<file path="config.mk">
export PLATFORM = sky130hd
export DESIGN_NAME = ob_clamp_ctrl
export DESIGN_NICKNAME = d
export VERILOG_FILES = /design/src/rtl/ob_clamp_pkg.sv /design/src/rtl/ob_win_qual.sv /design/src/rtl/ob_ped_reg.sv /design/src/rtl/ob_corr_acc.sv /design/src/rtl/ob_clamp_ctrl.sv
export SDC_FILE = /design/constraint.sdc
export NUM_CORES = 1
export LEC_CHECK = 0
export ABC_AREA = 1
export CORE_MARGIN = 8
export CORE_UTILIZATION = 48
export DETAILED_ROUTE_END_ITERATION = 8
export GPL_ROUTABILITY_DRIVEN = 0
export PLACE_DENSITY = 0.86
export SLEW_MARGIN = 20
export SYNTH_ARGS = -nofsm -noshare
export SYNTH_HDL_FRONTEND = slang
export SYNTH_SLANG_ARGS = --single-unit
</file>
<file path="constraint.sdc">
create_clock -name clk -period 4.9 [get_ports clk]
set_input_delay 0.98 -clock clk [delete_from_list [all_inputs] [get_ports clk]]
set_output_delay 0.98 -clock clk [all_outputs]
set_load 0.01 [all_outputs]
</file>
<file path="src/rtl/ob_clamp_pkg.sv">
package ob_clamp_pkg;
  // Pedestal level in LSBs for a given code.
  function automatic int ped_level(input int base, input int step, input int code);
    return base + step * code;
  endfunction

  typedef enum logic [1:0] {
    DIR_HOLD = 2'b00,
    DIR_UP   = 2'b01,
    DIR_DOWN = 2'b10
  } step_dir_e;
endpackage

</file>
<file path="src/rtl/ob_win_qual.sv">
module ob_win_qual (
  input  logic clamp_win,
  input  logic win_pol,
  input  logic blank,
  input  logic standby,
  input  logic smp_valid,
  output logic upd_en
);
  logic win_open;

  // Polarity select, then standby mask, then blanking freeze.
  always_comb begin
    win_open = win_pol ? clamp_win : ~clamp_win;
    if (standby) win_open = 1'b0;
    upd_en = win_open & ~blank & smp_valid;
  end
endmodule

</file>
<file path="src/rtl/ob_ped_reg.sv">
module ob_ped_reg #(
  parameter int PED_W    = 4,
  parameter int DATA_W   = 12,
  parameter int PED_BASE = 2,
  parameter int PED_STEP = 16,
  parameter int PED_DEF  = 8
) (
  input  logic              clk,
  input  logic              rst_n,
  input  logic              wr,
  input  logic [PED_W-1:0]  code_in,
  output logic [DATA_W-1:0] target
);
  localparam bit STEP_POW2 = (PED_STEP & (PED_STEP - 1)) == 0;
  localparam int STEP_SH   = $clog2(PED_STEP);

  logic [PED_W-1:0] code_q;

  always_ff @(posedge clk or negedge rst_n) begin
    if (!rst_n)  code_q <= PED_W'(PED_DEF);
    else if (wr) code_q <= code_in;
  end

  generate
    if (STEP_POW2) begin : g_shift
      assign target = DATA_W'(PED_BASE) + (DATA_W'(code_q) << STEP_SH);
    end else begin : g_mult
      assign target = DATA_W'(PED_BASE) + DATA_W'(code_q) * DATA_W'(PED_STEP);
    end
  endgenerate
endmodule

</file>
<file path="src/rtl/ob_corr_acc.sv">
module ob_corr_acc
  import ob_clamp_pkg::*;
#(
  parameter int DATA_W = 12,
  parameter int CODE_W = 10
) (
  input  logic              clk,
  input  logic              rst_n,
  input  logic              en,
  input  logic [DATA_W-1:0] sample,
  input  logic [DATA_W-1:0] target,
  output logic [CODE_W-1:0] corr
);
  localparam logic [CODE_W-1:0] CODE_MAX = {CODE_W{1'b1}};
  localparam logic [CODE_W-1:0] CODE_MID = {1'b1, {(CODE_W-1){1'b0}}};

  step_dir_e   dir;
  logic [CODE_W-1:0] corr_q;

  // Sample above target -> lower the correction; below -> raise it.
  always_comb begin
    dir = DIR_HOLD;
    if (en) begin
      if (sample > target && corr_q != '0)            dir = DIR_DOWN;
      else if (sample < target && corr_q != CODE_MAX) dir = DIR_UP;
    end
  end

  always_ff @(posedge clk or negedge rst_n) begin
    if (!rst_n) corr_q <= CODE_MID;
    else begin
      case (dir)
        DIR_UP:   corr_q <= corr_q + 1'b1;
        DIR_DOWN: corr_q <= corr_q - 1'b1;
        default:  corr_q <= corr_q;
      endcase
    end
  end

  assign corr = corr_q;
endmodule

</file>
<file path="src/rtl/ob_clamp_ctrl.sv">
module ob_clamp_ctrl #(
  parameter int DATA_W   = 12,
  parameter int CODE_W   = 10,
  parameter int PED_W    = 4,
  parameter int PED_BASE = 2,
  parameter int PED_STEP = 16,
  parameter int PED_DEF  = 8
) (
  input  logic              clk,
  input  logic              rst_n,
  input  logic              smp_valid,
  output logic              smp_ready,
  input  logic [DATA_W-1:0] smp_data,
  input  logic              clamp_win,
  input  logic              win_pol,
  input  logic              blank,
  input  logic              standby,
  input  logic              ped_wr,
  input  logic [PED_W-1:0]  ped_code,
  output logic [CODE_W-1:0] corr_code,
  output logic [DATA_W-1:0] target_lvl
);
  logic upd_en;

  assign smp_ready = 1'b1;

  ob_win_qual u_qual (
    .clamp_win (clamp_win),
    .win_pol   (win_pol),
    .blank     (blank),
    .standby   (standby),
    .smp_valid (smp_valid),
    .upd_en    (upd_en)
  );

  ob_ped_reg #(
    .PED_W(PED_W), .DATA_W(DATA_W), .PED_BASE(PED_BASE),
    .PED_STEP(PED_STEP), .PED_DEF(PED_DEF)
  ) u_ped (
    .clk     (clk),
    .rst_n   (rst_n),
    .wr      (ped_wr),
    .code_in (ped_code),
    .target  (target_lvl)
  );

  ob_corr_acc #(.DATA_W(DATA_W), .CODE_W(CODE_W)) u_acc (
    .clk    (clk),
    .rst_n  (rst_n),
    .en     (upd_en),
    .sample (smp_data),
    .target (target_lvl),
    .corr   (corr_code)
  );
endmodule

</file>
-- Word-level counts from Yosys, hierarchy flattened
Cells that the tools add are included.
- bits in registers: 14
- input port bits: 24
- output and inout bits: 23
- logic and storage cells: 24
- add/subtract/negate cells: 3
- magnitude comparators: 2
- equal/unequal tests: 3
- mux-type cells: 6
- bitwise gates (word level): 4
- reductions and logical operators: 4
- operators by type and width (kind ; number):
    10-bit case mux with 2 select lines ; 1
    12-bit by 9-bit > comparator with 1-bit output ; 1
    12-bit by 9-bit < comparator with 1-bit output ; 1
    10-bit by 1-bit adder with 10-bit output (second input constant) ; 1
    10-bit != test (second input constant) ; 1
    10-bit nonzero test ; 1
    10-bit by 1-bit subtractor with 10-bit output (second input constant) ; 1
    2-bit by 8-bit adder with 9-bit output (first input constant) ; 1
    2-bit two-way mux ; 2
    1-bit two-way mux ; 3
    1-bit AND ; 2
    2-bit by 1-bit == test with 1-bit output (second input constant) ; 1
    2-bit == test (second input constant) ; 1
    1-bit logical AND ; 2
    1-bit inverter ; 2
    2-bit nonzero test ; 1

-- Longest topological paths before layout
- depth after elaboration: 8
- depth in mapped cells: 19
- depth with buffers taken out: 19

-- Hierarchy
Synthesis repeated with hierarchy kept, for this count alone.
- cell total of the unflattened synthesis: 217
- area total of the unflattened synthesis: 1472.7 sq um
- modules (own cells, without submodules) (module ; times used ; cells an instance ; area each (sq um) ; sequential area each (sq um)):
    ob_corr_acc ; 1 ; 179 ; 1206.2 ; 251.5
    ob_ped_reg ; 1 ; 27 ; 217.7 ; 101.3
    ob_win_qual ; 1 ; 9 ; 37.5 ; 0.0
    ob_clamp_ctrl ; 1 ; 2 ; 11.3 ; 0.0

-- Worst setup path before layout
No wires, ideal clock.
- path kind: input -> register
- start point: input port smp_data[7]
- end point: register u_acc.corr_q[6] (netlist: u_acc.corr[6])
- library setup time: 0.117 ns
- arrival: 2.965 ns
- required time: 4.783 ns
- path slack: 1.817 ns
- stages on the path: 15
- buffers on the path: 0
- path through: ha_1 -> a21oi_1 -> o211ai_1 -> nor2_1 -> o211ai_1 -> ha_1 -> fa_1 -> nand2_1 -> nand2_1 -> nand2_1 -> nand2_2 -> nand3_1 -> nand3_1 -> nand3_1 -> nand2_1
- cells in the longest elaborated chain, start to end: 7
- elaborated cells on any way between the ends: 11
- classes of those cells: 2 x order compare; 2 x eq/ne; 4 x mux; 3 x reduce/logical
- ends and longest elaborated chain (element ; RTL line ; RTL):
    start: declaration ; ob_clamp_ctrl.sv:13 ; input logic [DATA_W-1:0] smp_data,
    12-bit by 9-bit < comparator with 1-bit output ; ob_corr_acc.sv:25 ; else if (sample < target && corr_q != CODE_MAX) dir = DIR_UP;
    1-bit logical AND ; ob_corr_acc.sv:25 ;
    1-bit two-way mux ; ob_corr_acc.sv:25 ;
    2-bit two-way mux * ; ob_corr_acc.sv:24 ; if (sample > target && corr_q != '0) dir = DIR_DOWN;
    2-bit two-way mux * ; ob_corr_acc.sv:23 ; if (en) begin
    2-bit == test / 2-bit by 1-bit == test with 1-bit output (equally long branches) ; ob_corr_acc.sv:32 ; case (dir)
    10-bit case mux with 2 select lines / 2-bit nonzero test (equally long branches) ; - ;
    end signal: assignment ; ob_corr_acc.sv:33 ; DIR_UP: corr_q <= corr_q + 1'b1;
    end signal: assignment ; ob_corr_acc.sv:34 ; DIR_DOWN: corr_q <= corr_q - 1'b1;
    end signal: assignment ; ob_corr_acc.sv:35 ; default: corr_q <= corr_q;
    end: declaration ; ob_corr_acc.sv:18 ; logic [CODE_W-1:0] corr_q;
Mark *: on every way between the ends. The rest lies on a longest branch, timed or not.
A chain may end at the register's enable or synchronous reset.

-- Worst setup path after layout
- start point: input port smp_data[7]
- end point: register u_acc.corr_q[8] (netlist: u_acc.corr[8])
The elaborated chain is that of the path after synthesis.

==> qor.csv <==
metric,value,unit
status,"finished, final reports clean",
Post-synth top cells,"52 x nand2_1, 21 x nor2_1, 18 x inv_1, 16 x nand3_1, 13 x ha_1",
post-synth top area share,23.90,%
CP Cell Sequence,"clkdlybuf4s50_1, ha_1, nand2_1, nor2_1, nand2_1, nor2_1, nor2_1, o211ai_1, ha_1, ha_1, a21oi_1, o21a_1, nand3_1, nand3_1, nand2_1",
Peak VDD IR,0.3246,mV
RSZ-0062 raised after global routing,false,
CTS H-Tree Depth,1,
nets,258,
Final setup viols,0,
clock buffer depth,2,
Via density,5.108,
I/O Pins,47,
clk_lat worst skew,0.29,ns
GRT Overall Usage,13.59,%
Fin. Hold Viols,0,
vias in the first global route,1097,
post-cts resize count,0,
Setup crit start,smp_data[7],
total net switching power,0.2784,mW
Ant. Diodes,0,
"slowest stage delay, CP",0.46,ns
Synth Flop Type,dfrtp_1,
R2R depth,15,
fraction of layout cells with a size suffix above 1,5.936,%
Residual DRC,0,
per-cell routed wire length,12.47,um
Post-synth EDFFs,0,
Die Y-Extent,67.16,um
root buffer cell,clkbuf_4,
leakage power,0.8224,nW
area delta synth->final,31.27,%
Setup Total Neg Slack,0,ns
fmax,284.2,MHz
reg2reg start,u_ped.code_q[3],
synthesized area per cell,6.902,um2
Seq. cell area,352.8,um2
initial antenna violation count,0,
Tmin final,3.518,ns
Synth Warn #,0,
# clock sinks,14,
Yosys top cell by area,dfrtp_1,
CTS clock-pin slew for the worst setup and hold paths,0.09,ns
global route overflow,0,
crit path capture type,flop,
fraction of registers with async set/reset,100.0,%
post-route insts no fill,249,
Initial Utilization,50.71,%
largest net degree at the start of global routing,15,
FF-to-FF End,u_acc.corr[8],
initial DRC count,17,
CP bufs+invs,1,
"delay-heaviest family, CP",adder cells,
Post-Synthesis Cells,182,
fillers,236,
Clock power frac,13.3,%
max cap viols,0,
Final Max Slew Viols,0,
Worst Tran Pin Value,0.6472,ns
Pre-antenna DRT Iters,4,
synth top area cells,"dfrtp_1 24%, nand2_1 16%, ha_1 13%",
total wire length,3.104,mm
hold buffers post-CTS,0,
Final period util,71.80,%
critical path arrival,3.71,ns
Rows,18,
Final ANT Viol Nets,0,
internal power,0.3778,mW
Mapped Area,0.001256,mm2
power density over the cells,397.9,mW/mm2
Worst path slowest cell,ha_1,
Synth Register Bits,14,
Slew headroom,56.72,%
die area,0.004510,mm2
sw frac,42.42,%
crit path capture,u_acc.corr[8],
stages on the worst setup path,15,
PortBufs,37,
CP required,5.09,ns
Cell Count Post-Placement,245,
Crit Path Class,in -> reg,
Comb power frac,52.8,%
vias,1272,
"count leader, synth",nand2_1,
Startpoint Class,input pin,
post-CTS setup buffers,0,
HP Class,reg -> reg,
Die X,67.16,um
count of different cell masters after synthesis,29,
wire length of the first global-routing pass,4.899,mm
Hold Path Depth,2,
"critical path fanouts, max",10,
worst clock skew,0.003318,ns
Worst R2R Setup Slack,1.90,ns
Core ar.,0.002477,mm2
Num CTS Buffers,3,
footprint of the multi-input gates,784.5,um2
DP Wirelength,2.522,mm
post-synthesis sequential area ratio,28.09,%
TritonCTS clock tree,built,
Seq pwr share,33.8,%
## area by class of cell
| type | count | area share, % |
|---|---|---|
| clock buffers | 4 | 2.200 |
| inverters | 18 | 4.097 |
| flip-flops and latches | 14 | 21.40 |
| multi-input cells | 146 | 47.57 |
| well taps | 30 | 2.276 |
| repair buffers | 37 | 22.46 |
## metrics by stage
step                utilization, %  area (um2)  hold slack (ns)  setup WS [ns]  power [mW]
global placement             65.10        1613           0.4900          1.143      0.5652
finish                       66.57        1649           0.5062          1.382      0.6561
detailed placement           65.10        1613           0.4893          1.098      0.5703
CTS                          66.57        1649           0.5080          1.389      0.6594
floorplan                        -        1282           0.4884          1.817      0.4197
global route                 66.57        1649           0.5355          1.187      0.7126
## worst reg2reg max path, stage by stage (launching register included)
cell	delay, ns
dfstp_2	0.54
inv_1	0.06
ha_1	0.29
nand2_1	0.07
nor2_1	0.14
nand2_1	0.07
nor2_1	0.09
nor2_1	0.06
o211ai_1	0.08
ha_1	0.46
ha_1	0.39
a21oi_1	0.28
o21a_1	0.17
nand3_1	0.07
nand3_1	0.08
nand2_1	0.05
## cells by family after synthesis
kind of cell,synth area share (%)
AOI/OAI and AO/OA,8.267
and+or+nand+nor,34.86
adders and majority gates,14.54
buffers and inverters,11.55
DFF,28.09
other,0.5978
xor gates and xnor gates,2.092
## how the worst min path moves through the flow
stage                          endpoint  slack (ns)     startpoint
after floorplan           u_acc.corr[9]        0.49  u_acc.corr[9]
after global placement    u_acc.corr[9]        0.49  u_acc.corr[9]
after detailed placement  u_acc.corr[9]        0.49  u_acc.corr[9]
after CTS                 u_acc.corr[9]        0.51  u_acc.corr[9]
after global routing      u_acc.corr[9]        0.54  u_acc.corr[9]
final                     u_acc.corr[9]        0.51  u_acc.corr[9]
## power by group through the flow
stage / registers, mW / clock network, mW / logic, mW
after floorplan: 0.230 / 0 / 0.189
final: 0.222 / 0.0875 / 0.347
after CTS: 0.222 / 0.0889 / 0.348
after detailed placement: 0.224 / 0 / 0.346
after global placement: 0.224 / 0 / 0.342
after global routing: 0.231 / 0.0943 / 0.388
## flip-flops by register name (all words and copies together) (netlist names)
register / count
u_acc.corr: 10
u_ped.code_q: 4
## cells in the final DEF, fill, tap and decap left out, types with 2 or more instances in the layout
cell and count:
nor3_1 2, dfstp_2 2, a21oi_1 6, nand2_2 3, clkdlybuf4s50_1 37, o21ai_1 2
nand4_1 2, dfrtp_1 12, ha_1 13, nand3_1 16, conb_1 9, o22ai_1 2
clkbuf_4 3, o211ai_1 2, o21ai_0 4, nor2_1 21, inv_1 18, xnor2_1 2
nand2_1 52
## per-layer routing
metal,vias up,global-route usage [%],share of wire (%)
met2,47,20.55,41
met4,0,5.744,2.2
met5,-,0,0
met1,571,18.05,47
met3,7,3.311,9.5
li1,647,-,-
No activity file was read; power rests on OpenSTA's default activity.
